File: config.mk
export PLATFORM = sky130hd
export DESIGN_NAME = shared_mailbox
export DESIGN_NICKNAME = d
export VERILOG_FILES = /design/src/rtl/mbx_pkg.sv /design/src/rtl/mbx_gate.sv /design/src/rtl/mbx_store.sv /design/src/rtl/mbx_read.sv /design/src/rtl/shared_mailbox.sv
export SDC_FILE = /design/constraint.sdc
export NUM_CORES = 1
export LEC_CHECK = 0
export ABC_AREA = 0
export BUFFER_PORTS_ARGS = -buffer_cell sky130_fd_sc_hd__buf_2
export CAP_MARGIN = 5
export CORE_UTILIZATION = 30
export DETAILED_ROUTE_END_ITERATION = 6
export RECOVER_POWER = 100
export SYNTH_ARGS = -nofsm -noshare
export SYNTH_HDL_FRONTEND = slang
export SYNTH_SLANG_ARGS = --single-unit
File: constraint.sdc
create_clock -name clk -period 3.3 [get_ports clk]
set_clock_uncertainty 0.1 [all_clocks]
set_input_delay 0.66 -clock clk [delete_from_list [all_inputs] [get_ports clk]]
set_output_delay 0.66 -clock clk [all_outputs]
set_load 0.05 [all_outputs]
File: src/rtl/mbx_pkg.sv
// Package: shared constants and the ownership encoding for the mailbox.
// Assumes a power-of-two dword count with the control header in the last dword.
package mbx_pkg;
    localparam int unsigned MBX_DWORDS = 8;
    localparam int unsigned MBX_DW     = 32;
    localparam int unsigned MBX_IDXW   = $clog2(MBX_DWORDS);

    typedef enum logic {
        OWN_REQ = 1'b0,
        OWN_RSP = 1'b1
    } owner_e;
endpackage

File: src/rtl/mbx_gate.sv
// Module: write gating. Accepts a write only from the side that currently owns
// the mailbox, and flags writes to the header dword.
// Assumes the owner input is the registered flag, so it is stable within a cycle.
module mbx_gate #(
    parameter int unsigned IDXW = 3,
    parameter int unsigned LAST = 7
) (
    input  mbx_pkg::owner_e  owner,
    input  logic             req_we,
    input  logic [IDXW-1:0]  req_idx,
    input  logic             rsp_we,
    input  logic [IDXW-1:0]  rsp_idx,
    output logic             req_acc,
    output logic             rsp_acc,
    output logic             req_bell,
    output logic             rsp_release
);
    localparam logic [IDXW-1:0] LAST_IDX = IDXW'(LAST);

    // Purpose: each side writes only during its own ownership phase.
    always_comb begin
        req_acc     = req_we && (owner == mbx_pkg::OWN_REQ);
        rsp_acc     = rsp_we && (owner == mbx_pkg::OWN_RSP);
        req_bell    = req_acc && (req_idx == LAST_IDX);
        rsp_release = rsp_acc && (rsp_idx == LAST_IDX);
    end
endmodule

File: src/rtl/mbx_store.sv
// Module: dword storage. One register per dword; the last dword's top bit is
// the ownership flag and is forced by whichever side writes that dword.
// Assumes at most one of req_acc / rsp_acc is high in any cycle.
module mbx_store #(
    parameter int unsigned DWORDS = 8,
    parameter int unsigned DW     = 32,
    parameter int unsigned IDXW   = 3
) (
    input  logic                    clk,
    input  logic                    rst_n,
    input  logic                    req_acc,
    input  logic [IDXW-1:0]         req_idx,
    input  logic [DW-1:0]           req_wdata,
    input  logic                    rsp_acc,
    input  logic [IDXW-1:0]         rsp_idx,
    input  logic [DW-1:0]           rsp_wdata,
    output logic [DWORDS-1:0][DW-1:0] words,
    output mbx_pkg::owner_e         owner
);
    localparam int unsigned LAST = DWORDS - 1;
    localparam int unsigned FLAG = DW - 1;

    for (genvar g = 0; g < DWORDS; g++) begin : g_dw
        localparam logic [IDXW-1:0] MY_IDX = IDXW'(g);
        logic req_hit;
        logic rsp_hit;

        // Purpose: decode whether this dword is addressed by an accepted write.
        always_comb begin
            req_hit = req_acc && (req_idx == MY_IDX);
            rsp_hit = rsp_acc && (rsp_idx == MY_IDX);
        end

        if (g == LAST) begin : g_hdr
            // Purpose: header dword; requester write sets the flag, responder write clears it.
            always_ff @(posedge clk) begin
                if (!rst_n) begin
                    words[g] <= '0;
                end else if (req_hit) begin
                    words[g] <= {1'b1, req_wdata[FLAG-1:0]};
                end else if (rsp_hit) begin
                    words[g] <= {1'b0, rsp_wdata[FLAG-1:0]};
                end
            end
        end else begin : g_pay
            // Purpose: payload dword; stores whichever accepted write targets it.
            always_ff @(posedge clk) begin
                if (!rst_n) begin
                    words[g] <= '0;
                end else if (req_hit) begin
                    words[g] <= req_wdata;
                end else if (rsp_hit) begin
                    words[g] <= rsp_wdata;
                end
            end
        end
    end

    // Purpose: expose the ownership flag held in the header dword.
    always_comb owner = mbx_pkg::owner_e'(words[LAST][FLAG]);
endmodule

File: src/rtl/mbx_read.sv
// Module: one read port. Selects a dword by index and replaces it with all ones
// while the function reset is held.
// Assumes the index is within range (power-of-two dword count).
module mbx_read #(
    parameter int unsigned DWORDS = 8,
    parameter int unsigned DW     = 32,
    parameter int unsigned IDXW   = 3
) (
    input  logic [DWORDS-1:0][DW-1:0] words,
    input  logic [IDXW-1:0]           idx,
    input  logic                      fn_reset,
    output logic [DW-1:0]             rdata
);
    // Purpose: combinational select with the reset-state override.
    always_comb begin
        if (fn_reset) begin
            rdata = '1;
        end else begin
            rdata = words[idx];
        end
    end
endmodule

File: src/rtl/shared_mailbox.sv
// Module: top of the shared mailbox. Joins the ownership gate, the dword store
// and two read ports. Assumes both ports share clk and the synchronous reset.
module shared_mailbox #(
    parameter int unsigned DWORDS = mbx_pkg::MBX_DWORDS,
    parameter int unsigned DW     = mbx_pkg::MBX_DW,
    parameter int unsigned IDXW   = $clog2(DWORDS)
) (
    input  logic            clk,
    input  logic            rst_n,
    input  logic            fn_reset,
    input  logic            req_we,
    input  logic [IDXW-1:0] req_idx,
    input  logic [DW-1:0]   req_wdata,
    output logic [DW-1:0]   req_rdata,
    input  logic            rsp_we,
    input  logic [IDXW-1:0] rsp_idx,
    input  logic [DW-1:0]   rsp_wdata,
    output logic [DW-1:0]   rsp_rdata,
    output logic            owner
);
    localparam int unsigned LAST = DWORDS - 1;

    logic [DWORDS-1:0][DW-1:0] words;
    mbx_pkg::owner_e           own_q;
    logic                      req_acc;
    logic                      rsp_acc;
    logic                      req_bell;
    logic                      rsp_release;

    mbx_gate #(.IDXW(IDXW), .LAST(LAST)) u_gate (
        .owner       (own_q),
        .req_we      (req_we),
        .req_idx     (req_idx),
        .rsp_we      (rsp_we),
        .rsp_idx     (rsp_idx),
        .req_acc     (req_acc),
        .rsp_acc     (rsp_acc),
        .req_bell    (req_bell),
        .rsp_release (rsp_release)
    );

    mbx_store #(.DWORDS(DWORDS), .DW(DW), .IDXW(IDXW)) u_store (
        .clk       (clk),
        .rst_n     (rst_n),
        .req_acc   (req_acc),
        .req_idx   (req_idx),
        .req_wdata (req_wdata),
        .rsp_acc   (rsp_acc),
        .rsp_idx   (rsp_idx),
        .rsp_wdata (rsp_wdata),
        .words     (words),
        .owner     (own_q)
    );

    mbx_read #(.DWORDS(DWORDS), .DW(DW), .IDXW(IDXW)) u_rd_req (
        .words    (words),
        .idx      (req_idx),
        .fn_reset (fn_reset),
        .rdata    (req_rdata)
    );

    mbx_read #(.DWORDS(DWORDS), .DW(DW), .IDXW(IDXW)) u_rd_rsp (
        .words    (words),
        .idx      (rsp_idx),
        .fn_reset (fn_reset),
        .rdata    (rsp_rdata)
    );

    // Purpose: drive the ownership output from the stored flag.
    always_comb owner = (own_q == mbx_pkg::OWN_RSP);
endmodule

==> results.json <==
{
  "outcome": "finished with violations",
  "failed_checks": "capacitance limit, slew limit",
  "drc": 0,
  "layout-drive-gt1-share_pct": 28.9,
  "grt_pass1_vias": 17100,
  "synth_nets": 1835,
  "area_growth_pct": 17.1,
  "slowest_delay_ps": 1010,
  "setup_slack_ps": 112,
  "grt_max_degree": 143,
  "required_ps": 3590,
  "synth_area_um2": 16800,
  "die_y_um": 239,
  "period_minus_slack_ps": 3190,
  "cts.root.buffer_cell": "clkbuf_16",
  "place_ws_ps": 280,
  "worst-setup-path-type": "primary input to register",
  "clockBufferDepth": 3,
  "synth.distinct_cells": 57,
  "wl_mm": 77.1,
  "dieArea_um2": 56900,
  "ctsResizeCount": 0,
  "cts_buffers": 30,
  "netlist_instances": 1760,
  "cp_max_fo": 32,
  "final_hold_viol_count": 0,
  "antenna_found_initial": 4,
  "worstHoldPathType": "primary input to register",
  "initial_core_util_pct": 30.4,
  "post_cts_buffers": 0,
  "num_rows": 86,
  "insertion_delay_ps": 590,
  "clkTransAtPathRegs_ps": 70,
  "syn_area_per_cell_um2": 9.54,
  "tns_ps": 0,
  "clock-sinks": 256,
  "tightest_slew_ps": 2010,
  "fin_nets": 1877,
  "end_kind": "register",
  "die_x_um": 239,
  "cts_tree": "done",
  "wire_per_inst_um": 30.0,
  "ant_nets": 0,
  "arrival_ps": 3470,
  "hold_buffers": 0,
  "ys_ff_latch": 256,
  "grt_overflow": 0,
  "cp-start-kind": "primary input",
  "grt_pass1_wl_mm": 113,
  "synth_edf_count": 0,
  "p_leak_nw": 6.86,
  "critPathSlowestCell": "nand2b_2",
  "slew_headroom_pct": -34.0,
  "max_cap_violations": 1,
  "vias": 17600,
  "core_region_area_um2": 55200,
  "cts_max_level": 1,
  "dr.pass1.iters": 6,
  "drt-initial-drc-count": 2418,
  "power_density_nw_per_um2": 448,
  "maxSlewViolCount": 15,
  "ys.flop_type": "dfxtp_1",
  "finalSetupViolCount": 0,
  "fmax_mhz": 314,
  "finalCritPeriodShare_pct": 96.6,
  "ys_seq_area_share_pct": 30.5,
  "avgViaCountPerCell": 6.84,
  "place_congestion": 0.900,
  "whs_path_depth": 3,
  "rsz0062_at_grt": "false",
  "grt.total_usage_pct": 26.3,
  "rr_worst_depth": 4,
  "cp_cell_sequence": "buf_4 > buf_6 > clkbuf_1 > or3b_2 > nand2b_2 > a311oi_1",
  "dp_hpwl_mm": 49.2,
  "synth_warnings": 0,
  "postSynth.asyncResetShare_pct": 0,
  "io_pins": 140,
  "ir_worst_vdd_uv": 331,
  "portBuffers": 139
}
-- cell usage after synthesis (all sizes together) (33+ instances only) --
master	number	area [um^2]
nor3b	33	248
dfxtp	256	5120
a211oi	64	480
buf	115	671
nor2	99	374
nor3	106	541
a311oi	103	902
mux4	96	2160
o21ai	103	515
nand3	72	370
clkbuf	130	492
nand2	61	229
nand4	33	206
mux2	64	721
a221o	71	711
-- per-stage QoR --
| stage | instance area, um^2 | instances | utilization, % | total power [mW] | hold WS, ps |
|---|---|---|---|---|---|
| 3_5_place_dp | 18700 | 2518 | 33.9 | 5.05 | 370 |
| 3_3_place_gp | 18700 | 2518 | 33.9 | 5.02 | 363 |
| 4_1_cts | 19800 | 2570 | 36.0 | 8.81 | 311 |
| 2_1_floorplan | 17000 | 1760 | - | 4.41 | 352 |
| 5_1_grt | 19700 | 2571 | 35.6 | 9.00 | 336 |
| 6_report | 19700 | 2572 | 35.6 | 8.82 | 325 |
-- report_power, final --
group,leakage [nW],switching [mW],internal [mW],total (mW)
clock network,0.545,1.48,2.34,3.82
registers,2.08,0.101,3.19,3.29
logic,4.24,1.16,0.542,1.70
-- flip-flops by register name, summed over array words and instances, names as in the netlist --
register / cells
u_store.owner: 1
u_store.words: 255
-- cell type report --
cell class              count  area, um^2
flip-flops and latches    256        5130
well taps                 748         936
diodes                      2        5.00
repair buffers            255        1800
inverters                   2        10.0
multi-input cells        1257       10700
clock buffers              39         886
fillers                  5569       35500
clock inverters            13         224
-- layout by cell type, fill, tap and decap left out, types with 33 or more instances in the layout --
cell / Yosys / layout
buf_2: 71 / 89
mux2_2: 64 / 64
dfxtp_1: 256 / 255
nand2_1: 61 / 61
a221o_1: 71 / 71
nor2_1: 98 / 97
mux4_2: 96 / 96
nor3_1: 104 / 104
clkbuf_2: 3 / 39
buf_4: 16 / 82
a211oi_1: 64 / 34
o21ai_0: 103 / 103
a311oi_1: 103 / 103
nand4_1: 33 / 33
nand3_1: 70 / 70
-- logic make-up after synthesis --
group / Yosys count / share of synthesized area, %
compound gates: 543 / 26.5
simple gates: 522 / 16.9
flops: 256 / 30.5
buf+inv: 247 / 6.96
mux: 192 / 19.1
-- worst max-delay path: cells and delay by family --
kind	cells	cell delay, ps
AO/OA/AOI/OAI	1	220
buffers and inverters	3	850
AND/OR/NAND/NOR	2	1720
-- path summary, 6_finish.rpt --
path / to / slack [ps] / start
setup / recovery: u_store.words[142]$_SDFFE_PN0P_ / 110 / req_idx[1]
hold / removal: u_store.words[221]$_SDFFE_PN0P_ / 320 / rsp_wdata[29]
setup reg to reg: u_store.words[236]$_SDFFE_PN0P_ / 120 / u_store.owner$_SDFFE_PN0P_
hold reg to reg: u_store.words[183]$_SDFFE_PN0P_ / 380 / u_store.words[183]$_SDFFE_PN0P_
-- layer usage --
| metal | track usage (%) | up-vias | routed length (um) | part of all wire (%) |
|---|---|---|---|---|
| met5 | 0 | - | 13 | 0.017 |
| met4 | 12.7 | 2 | 3760 | 4.9 |
| met3 | 5.43 | 297 | 8870 | 11 |
| met2 | 40.7 | 1395 | 34600 | 45 |
| met1 | 34.7 | 8728 | 29900 | 39 |
| li1 | - | 7169 | - | - |
No activity file was read; power rests on OpenSTA's default activity.
